==> src/rtl/pm_pkg.sv <==
package pm_pkg;
    typedef enum logic [2:0] {
        ST_RESET,
        ST_BOOT,
        ST_TEST,
        ST_SINGLE,
        ST_EXPAND
    } pm_state_t;
endpackage

==> src/rtl/pm_mode_fsm.sv <==
module pm_mode_fsm
    import pm_pkg::*;
(
    input  logic       clk,
    input  logic       rst,
    input  logic [1:0] mode_pins,
    output pm_state_t  state
);
    pm_state_t state_nx;

    always_comb begin
        state_nx = state;
        unique case (state)
            ST_RESET: begin
                unique case (mode_pins)
                    2'b00: state_nx = ST_BOOT;
                    2'b01: state_nx = ST_TEST;
                    2'b10: state_nx = ST_SINGLE;
                    2'b11: state_nx = ST_EXPAND;
                    default: state_nx = ST_RESET;
                endcase
            end
            ST_BOOT, ST_TEST, ST_SINGLE, ST_EXPAND: state_nx = state;
            default: state_nx = ST_RESET;
        endcase
    end

    always_ff @(posedge clk) begin
        if (rst) state <= ST_RESET;
        else     state <= state_nx;
    end
endmodule

==> src/rtl/pm_port_mux.sv <==
module pm_port_mux
    import pm_pkg::*;
#(
    parameter int PORT_W = 8,
    localparam int ADDR_W = 2 * PORT_W
) (
    input  pm_state_t          state,
    input  logic [ADDR_W-1:0]  cpu_addr,
    input  logic [PORT_W-1:0]  cpu_wdata,
    input  logic               cpu_we,
    input  logic [PORT_W-1:0]  gpio_b_out,
    input  logic [PORT_W-1:0]  gpio_b_dir,
    input  logic [PORT_W-1:0]  gpio_c_out,
    input  logic [PORT_W-1:0]  gpio_c_dir,
    input  logic [PORT_W-1:0]  gpio_f_out,
    input  logic [PORT_W-1:0]  gpio_f_dir,
    input  logic [PORT_W-1:0]  pc_in,
    output logic [PORT_W-1:0]  pb_out,
    output logic [PORT_W-1:0]  pb_oe,
    output logic [PORT_W-1:0]  pc_out,
    output logic [PORT_W-1:0]  pc_oe,
    output logic [PORT_W-1:0]  pf_out,
    output logic [PORT_W-1:0]  pf_oe,
    output logic               rw_n,
    output logic [PORT_W-1:0]  ext_rdata
);
    localparam logic [PORT_W-1:0] ALL_ON  = {PORT_W{1'b1}};
    localparam logic [PORT_W-1:0] ALL_OFF = {PORT_W{1'b0}};

    always_comb begin
        pb_out    = ALL_OFF;
        pb_oe     = ALL_OFF;
        pc_out    = ALL_OFF;
        pc_oe     = ALL_OFF;
        pf_out    = ALL_OFF;
        pf_oe     = ALL_OFF;
        rw_n      = 1'b1;
        ext_rdata = ALL_OFF;
        unique case (state)
            ST_RESET: begin
                rw_n = 1'b1;
            end
            ST_BOOT, ST_SINGLE: begin
                pb_out = gpio_b_out;
                pb_oe  = gpio_b_dir;
                pc_out = gpio_c_out;
                pc_oe  = gpio_c_dir;
                pf_out = gpio_f_out;
                pf_oe  = gpio_f_dir;
            end
            ST_TEST, ST_EXPAND: begin
                pb_out = cpu_addr[ADDR_W-1:PORT_W];
                pb_oe  = ALL_ON;
                pf_out = cpu_addr[PORT_W-1:0];
                pf_oe  = ALL_ON;
                rw_n   = ~cpu_we;
                if (cpu_we) begin
                    pc_out = cpu_wdata;
                    pc_oe  = ALL_ON;
                end else begin
                    ext_rdata = pc_in;
                end
            end
            default: rw_n = 1'b1;
        endcase
    end
endmodule

==> src/rtl/pm_boot_decode.sv <==
module pm_boot_decode
    import pm_pkg::*;
#(
    parameter int                ADDR_W   = 16,
    parameter logic [ADDR_W-1:0] WIN_BASE = 16'hBF00,
    parameter int                WIN_LOG2 = 8,
    localparam int               TAG_W    = ADDR_W - WIN_LOG2
) (
    input  pm_state_t          state,
    input  logic [ADDR_W-1:0]  cpu_addr,
    output logic               boot_sel
);
    localparam logic [TAG_W-1:0] WIN_TAG = WIN_BASE[ADDR_W-1:WIN_LOG2];

    always_comb begin
        boot_sel = 1'b0;
        unique case (state)
            ST_BOOT: boot_sel = (cpu_addr[ADDR_W-1:WIN_LOG2] == WIN_TAG);
            ST_RESET, ST_TEST, ST_SINGLE, ST_EXPAND: boot_sel = 1'b0;
            default: boot_sel = 1'b0;
        endcase
    end
endmodule

==> src/rtl/portmode_ctrl.sv <==
module portmode_ctrl
    import pm_pkg::*;
#(
    parameter int PORT_W   = 8,
    parameter int WIN_LOG2 = 8,
    localparam int ADDR_W  = 2 * PORT_W
) (
    input  logic              clk,
    input  logic              rst,
    input  logic [1:0]        mode_pins,
    input  logic [ADDR_W-1:0] cpu_addr,
    input  logic [PORT_W-1:0] cpu_wdata,
    input  logic              cpu_we,
    input  logic [PORT_W-1:0] gpio_b_out,
    input  logic [PORT_W-1:0] gpio_b_dir,
    input  logic [PORT_W-1:0] gpio_c_out,
    input  logic [PORT_W-1:0] gpio_c_dir,
    input  logic [PORT_W-1:0] gpio_f_out,
    input  logic [PORT_W-1:0] gpio_f_dir,
    input  logic [PORT_W-1:0] pc_in,
    output logic [PORT_W-1:0] pb_out,
    output logic [PORT_W-1:0] pb_oe,
    output logic [PORT_W-1:0] pc_out,
    output logic [PORT_W-1:0] pc_oe,
    output logic [PORT_W-1:0] pf_out,
    output logic [PORT_W-1:0] pf_oe,
    output logic              rw_n,
    output logic [PORT_W-1:0] ext_rdata,
    output logic              boot_sel,
    output logic              mode_valid,
    output logic [1:0]        mode_code
);
    localparam logic [ADDR_W-1:0] WIN_BASE = ADDR_W'(16'hBF00);

    pm_state_t state;

    pm_mode_fsm u_fsm (
        .clk       (clk),
        .rst       (rst),
        .mode_pins (mode_pins),
        .state     (state)
    );

    pm_port_mux #(.PORT_W(PORT_W)) u_mux (
        .state      (state),
        .cpu_addr   (cpu_addr),
        .cpu_wdata  (cpu_wdata),
        .cpu_we     (cpu_we),
        .gpio_b_out (gpio_b_out),
        .gpio_b_dir (gpio_b_dir),
        .gpio_c_out (gpio_c_out),
        .gpio_c_dir (gpio_c_dir),
        .gpio_f_out (gpio_f_out),
        .gpio_f_dir (gpio_f_dir),
        .pc_in      (pc_in),
        .pb_out     (pb_out),
        .pb_oe      (pb_oe),
        .pc_out     (pc_out),
        .pc_oe      (pc_oe),
        .pf_out     (pf_out),
        .pf_oe      (pf_oe),
        .rw_n       (rw_n),
        .ext_rdata  (ext_rdata)
    );

    pm_boot_decode #(
        .ADDR_W   (ADDR_W),
        .WIN_BASE (WIN_BASE),
        .WIN_LOG2 (WIN_LOG2)
    ) u_boot (
        .state    (state),
        .cpu_addr (cpu_addr),
        .boot_sel (boot_sel)
    );

    // Status outputs derived from the held state.
    always_comb begin
        mode_valid = 1'b1;
        mode_code  = 2'b00;
        unique case (state)
            ST_RESET:  begin mode_valid = 1'b0; mode_code = 2'b00; end
            ST_BOOT:   mode_code = 2'b00;
            ST_TEST:   mode_code = 2'b01;
            ST_SINGLE: mode_code = 2'b10;
            ST_EXPAND: mode_code = 2'b11;
            default:   begin mode_valid = 1'b0; mode_code = 2'b00; end
        endcase
    end
endmodule

==> config.mk <==
export PLATFORM = sky130hd
export DESIGN_NAME = portmode_ctrl
export DESIGN_NICKNAME = d
export VERILOG_FILES = /design/src/rtl/pm_pkg.sv /design/src/rtl/pm_mode_fsm.sv /design/src/rtl/pm_port_mux.sv /design/src/rtl/pm_boot_decode.sv /design/src/rtl/portmode_ctrl.sv
export SDC_FILE = /design/constraint.sdc
export NUM_CORES = 1
export LEC_CHECK = 0
export ABC_AREA = 1
export BUFFER_PORTS_ARGS = -buffer_cell sky130_fd_sc_hd__buf_2
export CORE_ASPECT_RATIO = 0.6
export CORE_MARGIN = 5
export CORE_UTILIZATION = 30
export DETAILED_ROUTE_END_ITERATION = 6
export GPL_TIMING_DRIVEN = 0
export PLACE_DENSITY = 0.85
export SYNTH_ARGS = -nofsm -noshare
export SYNTH_HDL_FRONTEND = slang
export SYNTH_SLANG_ARGS = --single-unit
==> constraint.sdc <==
create_clock -name clk -period 2 [get_ports clk]
set_clock_uncertainty 0.05 [all_clocks]
set_input_delay 0.2 -clock clk [delete_from_list [all_inputs] [get_ports clk]]
set_output_delay 0.2 -clock clk [all_outputs]
set_load 0.03 [all_outputs]
==> After elaboration in Yosys (flattened, before gate mapping) <==
Index checks and enable logic that the tools add are counted.
{ "classes": {"eq_ne": 8, "muxes": 16, "bitwise": 1, "n_reduce_logical": 5} }
{ "ops": {"columns": ["cell", "n"], "rows": [
  ["8-bit case mux with 2 select lines", 6],
  ["8-bit two-way mux", 4],
  ["3-bit case mux with 4 select lines", 1],
  ["8-bit equality test, second input constant", 1],
  ["3-bit by 2-bit equality test with 1-bit output, second input constant", 2],
  ["2-bit case mux with 3 select lines", 1],
  ["3-bit case mux with 2 select lines", 1],
  ["2-bit equality test, second input constant", 2],
  ["2-bit OR reduction", 2],
  ["4-bit OR reduction", 1],
  ["3-bit by 1-bit equality test with 1-bit output, second input constant", 1],
  ["3-bit equality test, second input constant", 1],
  ["3-bit zero test", 1],
  ["1-bit two-way mux", 3],
  ["2-bit by 1-bit equality test with 1-bit output, second input constant", 1],
  ["2-bit zero test", 1],
  ["1-bit inverter", 1]
]} }
{ "word_totals": {"reg_bits": 3, "input_bits": 85, "out_inout_bits": 61, "word_cells": 31} }

==> Logic depth before layout (Yosys ltp) <==
Gate-level depths: netlist of run 1.
{ "depth": {"ltp_word": 3, "ltp_mapped": 6, "mapped_depth_nobuf": 5} }

==> Modules after synthesis <==
From an unflattened synthesis of run 1, not the netlist that was laid out.
{ "unflattened": {"cells_unflattened": 210, "hier_area_um2": 997.2} }
{ "modules_own_cells": {"columns": ["mod", "instances", "cells_per_inst", "area_each_um2", "seq_area_each_um2"], "rows": [
  ["pm_port_mux", 1, 172, 750.7, 0.0],
  ["pm_mode_fsm", 1, 18, 153.9, 60.1],
  ["pm_boot_decode", 1, 11, 47.5, 0.0],
  ["portmode_ctrl", 1, 9, 45.0, 0.0]
]} }

==> Worst setup path after synthesis of run 1 <==
OpenSTA, ideal clock, no wires.
{ "synth_path": {"kind": "reg2out", "startpoint": "register u_fsm.state[0]", "endpoint": "output port boot_sel", "arrival_ns": 1.195, "required_time_ns": 1.750, "path_slack_ns": 0.555, "path_stages_with_launch": 6, "n_path_buf": 1, "path_cell_list": "dfxtp_1 > inv_1 > nor2_2 > buf_4 > nand3_1 > nor2_1"} }
{ "synth_between": {"elab_chain_len": 2} }
{ "synth_rtl": {"columns": ["item", "line_no", "rtl"], "rows": [
  ["start, declared", "pm_mode_fsm.sv:7", "output pm_state_t state"],
  ["start signal, assigned", "pm_mode_fsm.sv:30", "else state <= state_nx;"],
  ["3-bit by 1-bit equality test with 1-bit output", "pm_boot_decode.sv:17", "unique case (state)"],
  ["1-bit two-way mux", "pm_boot_decode.sv:17", null],
  ["end, declared", "portmode_ctrl.sv:29", "output logic boot_sel,"]
]} }
Every way passes these cells.

==> Worst setup path in the final report of run 1 <==
{ "layout_path": {"startpoint": "register u_fsm.state[1]", "endpoint": "output port ext_rdata[5]"} }
{ "layout_between": {"elab_chain_len": 3, "word_cells_on_any_way": 4, "cone_classes": "eq/ne: 2; mux: 1; reduce/logical: 1"} }
{ "layout_rtl": {"columns": ["item", "line_no", "rtl"], "rows": [
  ["3-bit by 2-bit equality test with 1-bit output / 3-bit equality test (equally long branches)", "pm_port_mux.sv:39", "unique case (state)"],
  ["2-bit OR reduction *", "pm_port_mux.sv:39", null],
  ["8-bit two-way mux *", "pm_port_mux.sv:39", null],
  ["end, declared", "portmode_ctrl.sv:28", "output logic [PORT_W-1:0] ext_rdata,"]
]} }
Every way passes the cells marked *; elsewhere a longest branch is shown, timed or not.

==> metrics, run 1 <==
final hold vios=0; critical path type=register to output port; Die Area=0.00423 mm^2; cell count after synthesis=199; number of nets in the layout=436; reg2reg start=u_fsm.state[2]; routed length per instance=10.5 um; Worst Hold End=u_fsm.state[2]; largest net degree at the start of global routing=11; vias in the first global route=1437; Ys Warns=0; worst setup margin=291 ps; max_slew headroom=85.3%; syn nets=287; period utilization=85.5%; ratio of cells with drive above 1 in the final layout=47.8%; syn_area_per_cell=4.52 um^2; total track usage=17.9%; CP top delay family=simple AND/OR/NAND/NOR gates; setup tns final=0 ps; Clock power frac=15.1%; Hold Crit Start=rst; post-CTS setup buffers=0; area grow syn2layout=91.0%; initial drt markers=46; layout filler cell count=293; GRT overflow=0; fmax=585 MHz; drc violations=0; TritonCTS Sinks=3; Largest regs=u_fsm.state (3); reg2reg path depth=2; Slew Limit Fails=0; post-DR vias/cell=4.16; Comb pwr share=78.4%; CP max stage delay=350 ps; ant diodes=0; clk_lat worst skew=210 ps; outcome=completed; Hold WS=114 ps; hold path cells=2; Hold WC Path Type=input pin to register; Min Clock Period, post-route=1710 ps; P_sw=672 uW; Reg power frac=6.5%; clock root cell=clkbuf_8; first-pass GRT wire length=6080 um; GP Congestion=0.725; unrepaired setup endpoints after global routing=false; port bufs=144; post-cts resize count=0; max reg flops=3; routed length on met3=407 um; max cap viols=0; Reg with most FFs=u_fsm.state; first-pass iteration count of the detailed router=4; TritonCTS Buffers=3; Vias=1619; DRT met1 WL=1660 um; post-synthesis cell type count=16; Leakage=1.30 nW; Post-Route WL=4100 um; initial antenna violation count=0; most frequent CP cell=nor2_2; top sig layer=met4; slowest stage cell on the critical path=dfxtp_1; RR Endpoint=u_fsm.state[0]; Sw Ratio=58.4%; worst vdd ir=0.325 mV; clock tree from TritonCTS=yes; final setup vio count=0; DP HPWL=3530 um; H-tree levels=1; met2 routed WL=2010 um; Netlist Area Pre-Place=900 um^2; pre-CTS WS=510 ps; leading area contributor after synthesis=nand2_1; CP Capture Type=output port; Starting Density=31.3%; Crit path required time=1750 ps; FP Rows=15; hold buffers post-CTS=0; Seq/Total Area, Yosys=6.68%; clk slew on worst S/H paths=30 ps; Slew @ Worst Pin=220 ps; # IOs=146; Yosys reg bits=3; core area=0.00287 mm^2; Startpoint Class=register; post-route ant nets=0; ranking of synthesized cells by area=nand2_1 59%, dfxtp_1 6.7%, inv_1 6.3%; die height=52.4 um; pwr dens=670 mW/mm^2; fin util=59.8%; Max Root-Sink Buffers=2; reg2reg setup slack=1090 ps; post-synth top area share=58.8%; Power Internal=478 uW; Arr. time, crit path=1460 ps; critical path, cell by cell=nor2_2 -> nand2_1 -> nand2_4 -> inv_4 -> buf_6 -> nor2_2 -> buf_2; Buf/Inv on CP=3; Critical Path Fanout Max=10; Die W=80.7 um
[cell usage in the layout (no fill, tap or decap), types with 2 or more instances in the layout]
cell	instances
dfxtp_1	3
nor2_2	5
ha_1	3
buf_2	149
a21oi_1	2
nand2_1	141
clkbuf_8	3
buf_6	4
nand3_1	4
o21ai_0	2
nor2_1	10
inv_1	15
[stage by stage]
step | area [um^2] | power, mW | instances
after detailed placement | 1670 | 0.984 | 385
after CTS | 1720 | 1.16 | 389
after floorplan | 900 | 0.687 | 199
final | 1720 | 1.15 | 389
after global routing | 1720 | 1.24 | 389
after global placement | 1670 | 0.975 | 385
[how the worst max path moves through the flow]
stage	from	end	slack (ps)	cells after the start
after global routing	u_fsm.state[0]	pf_oe[3]	100	6
after detailed placement	u_fsm.state[0]	boot_sel	510	6
after CTS	u_fsm.state[0]	pc_oe[1]	280	6
final	u_fsm.state[1]	ext_rdata[5]	290	7
after global placement	u_fsm.state[0]	pc_oe[3]	500	6
after floorplan	u_fsm.state[0]	boot_sel	550	5
[power groups by stage]
| stage | logic [mW] | clock network, mW | registers [mW] |
|---|---|---|---|
| 3_5_place_dp | 0.909 | 0 | 0.0755 |
| 2_1_floorplan | 0.613 | 0 | 0.0737 |
| 6_report | 0.901 | 0.174 | 0.0750 |
| 4_1_cts | 0.910 | 0.179 | 0.0748 |
| 3_3_place_gp | 0.900 | 0 | 0.0752 |
| 5_1_grt | 0.977 | 0.187 | 0.0765 |
[worst reg2reg max path, cell delays in order, from the launching register on]
cell and delay (ps):
dfxtp_1 340, or2_2 320, a21oi_1 130
[layer usage]
layer  vias up  track usage, %
li1        877               -
met5         -               0
met1       676            21.5
met3         2            4.12
met2        64            32.1
met4         0            5.06
[cell type report]
type / count / area (um^2) / share of cell area (%)
clock buffer: 4 / 45.0 / 2.62
sequential: 3 / 60.1 / 3.50
buffer: 10 / 77.6 / 4.52
tap: 42 / 52.6 / 3.06
inverter: 16 / 62.6 / 3.64
timing repair buffer: 144 / 721 / 42.0
multi-input combinational: 170 / 699 / 40.7
[Yosys cell counts, drive strengths merged]
cell type / number
buf: 10
a21oi: 2
or2: 1
ha: 3
dfxtp: 3
inv: 16
o21ai: 2
nand3: 4
nand2: 143
nor2: 15
[cells by family (layout without fill, tap and decap cells)]
group           count (synthesis)  in the layout  share of synthesized area [%]
simple gates                  163            163                           71.4
flops                           3              3                           6.68
buf+inv                        26            174                           15.6
compound gates                  4              4                           2.23
fa+ha+maj                       3              3                           4.17
(Power assumes the default switching activity.)
==> inputs of run 2 (changes only) <==
--- a/config.mk
+++ b/config.mk
@@ -7,12 +7,15 @@
 export LEC_CHECK = 0
 export ABC_AREA = 1
 export BUFFER_PORTS_ARGS = -buffer_cell sky130_fd_sc_hd__buf_2
+export CELL_PAD_IN_SITES_DETAIL_PLACEMENT = 0
+export CELL_PAD_IN_SITES_GLOBAL_PLACEMENT = 1
 export CORE_ASPECT_RATIO = 0.6
 export CORE_MARGIN = 5
-export CORE_UTILIZATION = 30
+export CORE_UTILIZATION = 15
 export DETAILED_ROUTE_END_ITERATION = 6
 export GPL_TIMING_DRIVEN = 0
-export PLACE_DENSITY = 0.85
+export PLACE_DENSITY_LB_ADDON = 0.1
 export SYNTH_ARGS = -nofsm -noshare
 export SYNTH_HDL_FRONTEND = slang
 export SYNTH_SLANG_ARGS = --single-unit
+export TNS_END_PERCENT = 10
==> metrics, run 2 (synthesized netlist as in run 1, its figures left out) <==
outcome=completed (unchanged); post-route ant nets=0 (unchanged); fmax=574 MHz (was 585 MHz); TritonCTS Sinks=3 (unchanged); critical path, cell by cell=nor2_2 -> nand2_1 -> nand2_4 -> buf_6 -> nand2_1 -> nand2_1 -> buf_2 (was nor2_2 -> nand2_1 -> nand2_4 -> inv_4 -> buf_6 -> nor2_2 -> buf_2); Sw Ratio=58.7% (was 58.4%); post-cts resize count=0 (unchanged); pwr dens=656 mW/mm^2 (was 670 mW/mm^2); Hold Crit Start=rst (unchanged); hold buffers post-CTS=0 (unchanged); first-pass GRT wire length=6840 um (was 6080 um); port bufs=144 (unchanged); clk_lat worst skew=210 ps (about the same); H-tree levels=1 (unchanged); Starting Density=15.8% (was 31.3%); # IOs=146 (unchanged); Leakage=1.30 nW (unchanged); final instance area=0.00177 mm^2 (was 0.00172 mm^2); GP Congestion=0.761 (was 0.725); FF+latch area=60.1 um^2 (unchanged); post-DR vias/cell=3.78 (was 4.16); first-pass iteration count of the detailed router=4 (unchanged); total track usage=10.9% (was 17.9%); most frequent cells in the layout=149 x buf_2, 141 x nand2_1, 15 x inv_1 (unchanged); Reg power frac=6.5% (about the same); max reg flops=3 (unchanged); Max Root-Sink Buffers=2 (unchanged); clock tree from TritonCTS=yes (unchanged); area grow syn2layout=96.2% (was 91.0%); DP HPWL=3940 um (was 3530 um); CP Capture Type=output port (unchanged); clock root cell=clkbuf_8 (unchanged); final setup vio count=0 (unchanged); initial antenna violation count=0 (unchanged); final hold vios=0 (unchanged); Reg with most FFs=u_fsm.state (unchanged); Clock power frac=15.1% (about the same); most frequent CP cell=nand2_1 (was nor2_2); Crit path required time=1750 ps (about the same); vias in the first global route=1501 (was 1437); placed inst area=0.00172 mm^2 (was 0.00167 mm^2); GRT overflow=0 (unchanged); Die W=110 um (was 80.7 um); leading cell type in the layout, fill and taps excluded=buf_2 (unchanged); Die Area=0.00770 mm^2 (was 0.00423 mm^2); Slew Limit Fails=0 (unchanged); Vias=1613 (was 1619); Slew @ Worst Pin=236 ps (was 220 ps); area of the multi-input gates=699 um^2 (unchanged); worst setup margin=258 ps (was 291 ps); unrepaired setup endpoints after global routing=false (unchanged); worst vdd ir=0.310 mV (was 0.325 mV); number of nets in the layout=436 (unchanged); pre-CTS WS=436 ps (was 510 ps); post-CTS setup buffers=0 (unchanged); CP top delay family=simple AND/OR/NAND/NOR gates (unchanged); core area=0.00570 mm^2 (was 0.00287 mm^2); Post-Route WL=4630 um (was 4100 um); TritonCTS Buffers=3 (unchanged); setup tns final=0 ps (unchanged); Critical Path Fanout Max=10 (unchanged); Buf/Inv on CP=2 (was 3); die height=70.0 um (was 52.4 um); drc violations=0 (unchanged); reg2reg start=u_fsm.state[2] (unchanged); Hold WC Path Type=input pin to register (unchanged); Arr. time, crit path=1490 ps (was 1460 ps); Min Clock Period, post-route=1740 ps (was 1710 ps); P_sw=681 uW (was 672 uW); Comb pwr share=78.4% (about the same); max cap viols=0 (unchanged); ratio of cells with drive above 1 in the final layout=47.8% (unchanged); clk slew on worst S/H paths=30 ps (about the same); largest net degree at the start of global routing=11 (unchanged); CP max stage delay=360 ps (was 350 ps); Power Internal=478 uW (about the same); critical path type=register to output port (unchanged); Startpoint Class=register (unchanged); max_slew headroom=84.2% (was 85.3%); period utilization=87.1% (was 85.5%); routed length per instance=10.8 um (was 10.5 um); FP Rows=21 (was 15); layout filler cell count=683 (was 293); slowest stage cell on the critical path=dfxtp_1 (unchanged); crit path from=u_fsm.state[1] (unchanged); Largest regs=u_fsm.state (3) (unchanged); initial drt markers=55 (was 46); ant diodes=0 (unchanged)
## run 2: cell counts in the layout (fill, tap and decap cells not counted)
Identical to the previous run, type by type.
## run 2: worst paths after layout
kind / end / slack (ps) / cells past startpoint
hold / removal: u_fsm.state[2] / 120 / 2
setup reg to reg: u_fsm.state[0] / 1090 / 2
setup / recovery: pb_out[1] / 260 / 7
hold reg to reg: u_fsm.state[2] / 510 / 3
## run 2: layout make-up
type                    instances  area share (%)
repair buffers                144            40.8
multi-input cells             170            39.6
well taps                      80            5.67
plain buffers                  10            4.39
inverters                      16            3.54
flip-flops and latches          3            3.40
clock buffers                   4            2.55
## run 2: power groups by stage
stage                     logic, mW  clock network, mW  registers [mW]
after floorplan               0.613                  0          0.0737
after global placement        0.927                  0          0.0762
after detailed placement      0.925                  0          0.0761
after CTS                     0.927              0.178          0.0753
after global routing          0.991              0.187          0.0762
final                         0.909              0.175          0.0750
## run 2: worst register-to-register path: stages, from the launching register on
cell and delay, ps:
dfxtp_1 340, or2_2 310, a21oi_1 130
## run 2: stage by stage
stage,util (%),hold slack [ps],instances,power (mW)
floorplan,-,222,199,0.687
global placement,30.2,330,423,1.00
detailed placement,30.2,343,423,1.00
CTS,31.0,119,427,1.18
global route,31.0,126,427,1.25
finish,31.0,116,427,1.16
## run 2: layer usage
metal	vias up	part of all wire [%]	GRT usage (%)
met1	636	43	13.1
li1	877	-	-
met3	8	13	2.85
met5	-	0	0
met2	92	43	19.1
met4	0	1.6	2.90
==> inputs of run 3 (changes only) <==
--- a/config.mk
+++ b/config.mk
@@ -6,11 +6,11 @@
 export NUM_CORES = 1
 export LEC_CHECK = 0
 export ABC_AREA = 1
+export ABC_CLOCK_PERIOD_IN_PS = 2000
 export BUFFER_PORTS_ARGS = -buffer_cell sky130_fd_sc_hd__buf_2
 export CELL_PAD_IN_SITES_DETAIL_PLACEMENT = 0
 export CELL_PAD_IN_SITES_GLOBAL_PLACEMENT = 1
 export CORE_ASPECT_RATIO = 0.6
-export CORE_MARGIN = 5
 export CORE_UTILIZATION = 15
 export DETAILED_ROUTE_END_ITERATION = 6
 export GPL_TIMING_DRIVEN = 0
==> metrics, run 3 (synthesized netlist as in run 1, its figures left out) <==
Crit path required time=1750 ps (about the same); DRT met1 WL=1820 um (was 1990 um); placed inst area=0.00172 mm^2 (unchanged); area grow syn2layout=96.2% (unchanged); area of the multi-input gates=699 um^2 (unchanged); Die W=102 um (was 110 um); Largest regs=u_fsm.state (3) (unchanged); Post-Route WL=4010 um (was 4630 um); met2 routed WL=1830 um (was 1990 um); max cap viols=0 (unchanged); critical path type=register to output port (unchanged); critical path, cell by cell=nor2_2 -> nand2_1 -> nand2_4 -> inv_4 -> buf_6 -> nor2_2 -> buf_2 (was nor2_2 -> nand2_1 -> nand2_4 -> buf_6 -> nand2_1 -> nand2_1 -> buf_2); max reg flops=3 (unchanged); post-route ant nets=0 (unchanged); vias in the first global route=1293 (was 1501); Reg with most FFs=u_fsm.state (unchanged); hold buffers post-CTS=0 (unchanged); slowest stage cell on the critical path=dfxtp_1 (unchanged); max_slew headroom=84.7% (was 84.2%); unrepaired setup endpoints after global routing=false (unchanged); fmax=577 MHz (was 574 MHz); die height=62.0 um (was 70.0 um); outcome=completed (unchanged); most frequent cells in the layout=149 x buf_2, 141 x nand2_1, 15 x inv_1 (unchanged); Leakage=1.30 nW (unchanged); Slew Limit Fails=0 (unchanged); H-tree levels=1 (unchanged); final instance area=0.00177 mm^2 (unchanged); Die Area=0.00632 mm^2 (was 0.00770 mm^2); Max Root-Sink Buffers=2 (unchanged); initial antenna violation count=0 (unchanged); Hold WS=106 ps (was 116 ps); clk slew on worst S/H paths=30 ps (about the same); FP Rows=21 (unchanged); ant diodes=0 (unchanged); first-pass iteration count of the detailed router=4 (unchanged); clock root cell=clkbuf_8 (unchanged); post-CTS setup buffers=0 (unchanged); post-DR vias/cell=3.70 (was 3.78); Slew @ Worst Pin=230 ps (was 236 ps); routed length on met3=365 um (was 580 um); number of nets in the layout=436 (unchanged); clk_lat worst skew=210 ps (about the same); GP Congestion=0.664 (was 0.761); final hold vios=0 (unchanged); most frequent CP cell=nor2_2 (was nand2_1); TritonCTS Buffers=3 (unchanged); DP HPWL=3350 um (was 3940 um); reg2reg setup slack=1100 ps (was 1090 ps); FF+latch area=60.1 um^2 (unchanged); total track usage=11.4% (was 10.9%); top sig layer=met3 (was met4); leading cell type in the layout, fill and taps excluded=buf_2 (unchanged); CP Capture Type=output port (unchanged); first-pass GRT wire length=5800 um (was 6840 um); Hold WC Path Type=input pin to register (unchanged); drc violations=0 (unchanged); core area=0.00568 mm^2 (was 0.00570 mm^2); pwr dens=649 mW/mm^2 (was 656 mW/mm^2); clock tree from TritonCTS=yes (unchanged); setup tns final=0 ps (unchanged); worst vdd ir=0.257 mV (was 0.310 mV); largest net degree at the start of global routing=11 (unchanged); initial drt markers=33 (was 55); Starting Density=15.9% (was 15.8%); ratio of cells with drive above 1 in the final layout=47.8% (unchanged); post-cts resize count=0 (unchanged); Min Clock Period, post-route=1730 ps (was 1740 ps); CP max stage delay=360 ps (about the same); final setup vio count=0 (unchanged); Arr. time, crit path=1480 ps (was 1490 ps); TritonCTS Sinks=3 (unchanged); Vias=1578 (was 1613); Critical Path Fanout Max=10 (unchanged); port bufs=144 (unchanged); Startpoint Class=register (unchanged); routed length per instance=9.39 um (was 10.8 um); period utilization=86.7% (was 87.1%); GRT overflow=0 (unchanged); # IOs=146 (unchanged); layout filler cell count=640 (was 683)
[run 3: cell counts in the layout (fill, tap and decap cells not counted)]
No cell type changed its count.
[run 3: layout make-up]
| type | count | area share (%) |
|---|---|---|
| clock buffers | 4 | 2.55 |
| flip-flops and latches | 3 | 3.40 |
| repair buffers | 144 | 40.8 |
| well taps | 80 | 5.67 |
| inverters | 16 | 3.54 |
| plain buffers | 10 | 4.39 |
| multi-input cells | 170 | 39.6 |
[run 3: path summary, 6_finish.rpt]
check                               startpoint              to  cells after the start
worst max-delay path            u_fsm.state[1]    ext_rdata[6]                      7
worst min-delay path                       rst  u_fsm.state[2]                      2
worst max register to register  u_fsm.state[2]  u_fsm.state[0]                      2
worst min register to register  u_fsm.state[0]  u_fsm.state[2]                      3
[run 3: metrics by stage]
step / power, mW / setup slack, ps / instances / util [%]
after detailed placement: 0.987 / 471 / 423 / 30.3
after global placement: 0.994 / 475 / 423 / 30.3
after floorplan: 0.687 / 555 / 199 / -
after global routing: 1.26 / 74.8 / 427 / 31.1
after CTS: 1.16 / 242 / 427 / 31.1
final: 1.15 / 266 / 427 / 31.1
[run 3: worst max-delay path, delay by kind of cell, from the launching register on]
family / cells / cell delay [ps]
buffers and inverters: 3 / 420
AND/OR/NAND/NOR: 4 / 490
flip-flops: 1 / 360
[run 3: power by group]
group	internal (mW)	switching (mW)	total [mW]
clock	0.136	0.0361	0.172
sequential	0.0667	0.00829	0.0750
combinational	0.276	0.624	0.899
[run 3: layer usage]
| layer | GRT usage (%) | vias to the layer above |
|---|---|---|
| li1 | - | 876 |
| met1 | 14.6 | 630 |
| met2 | 21.0 | 72 |
| met3 | 1.90 | 0 |
| met4 | 1.84 | 0 |
| met5 | 0 | - |
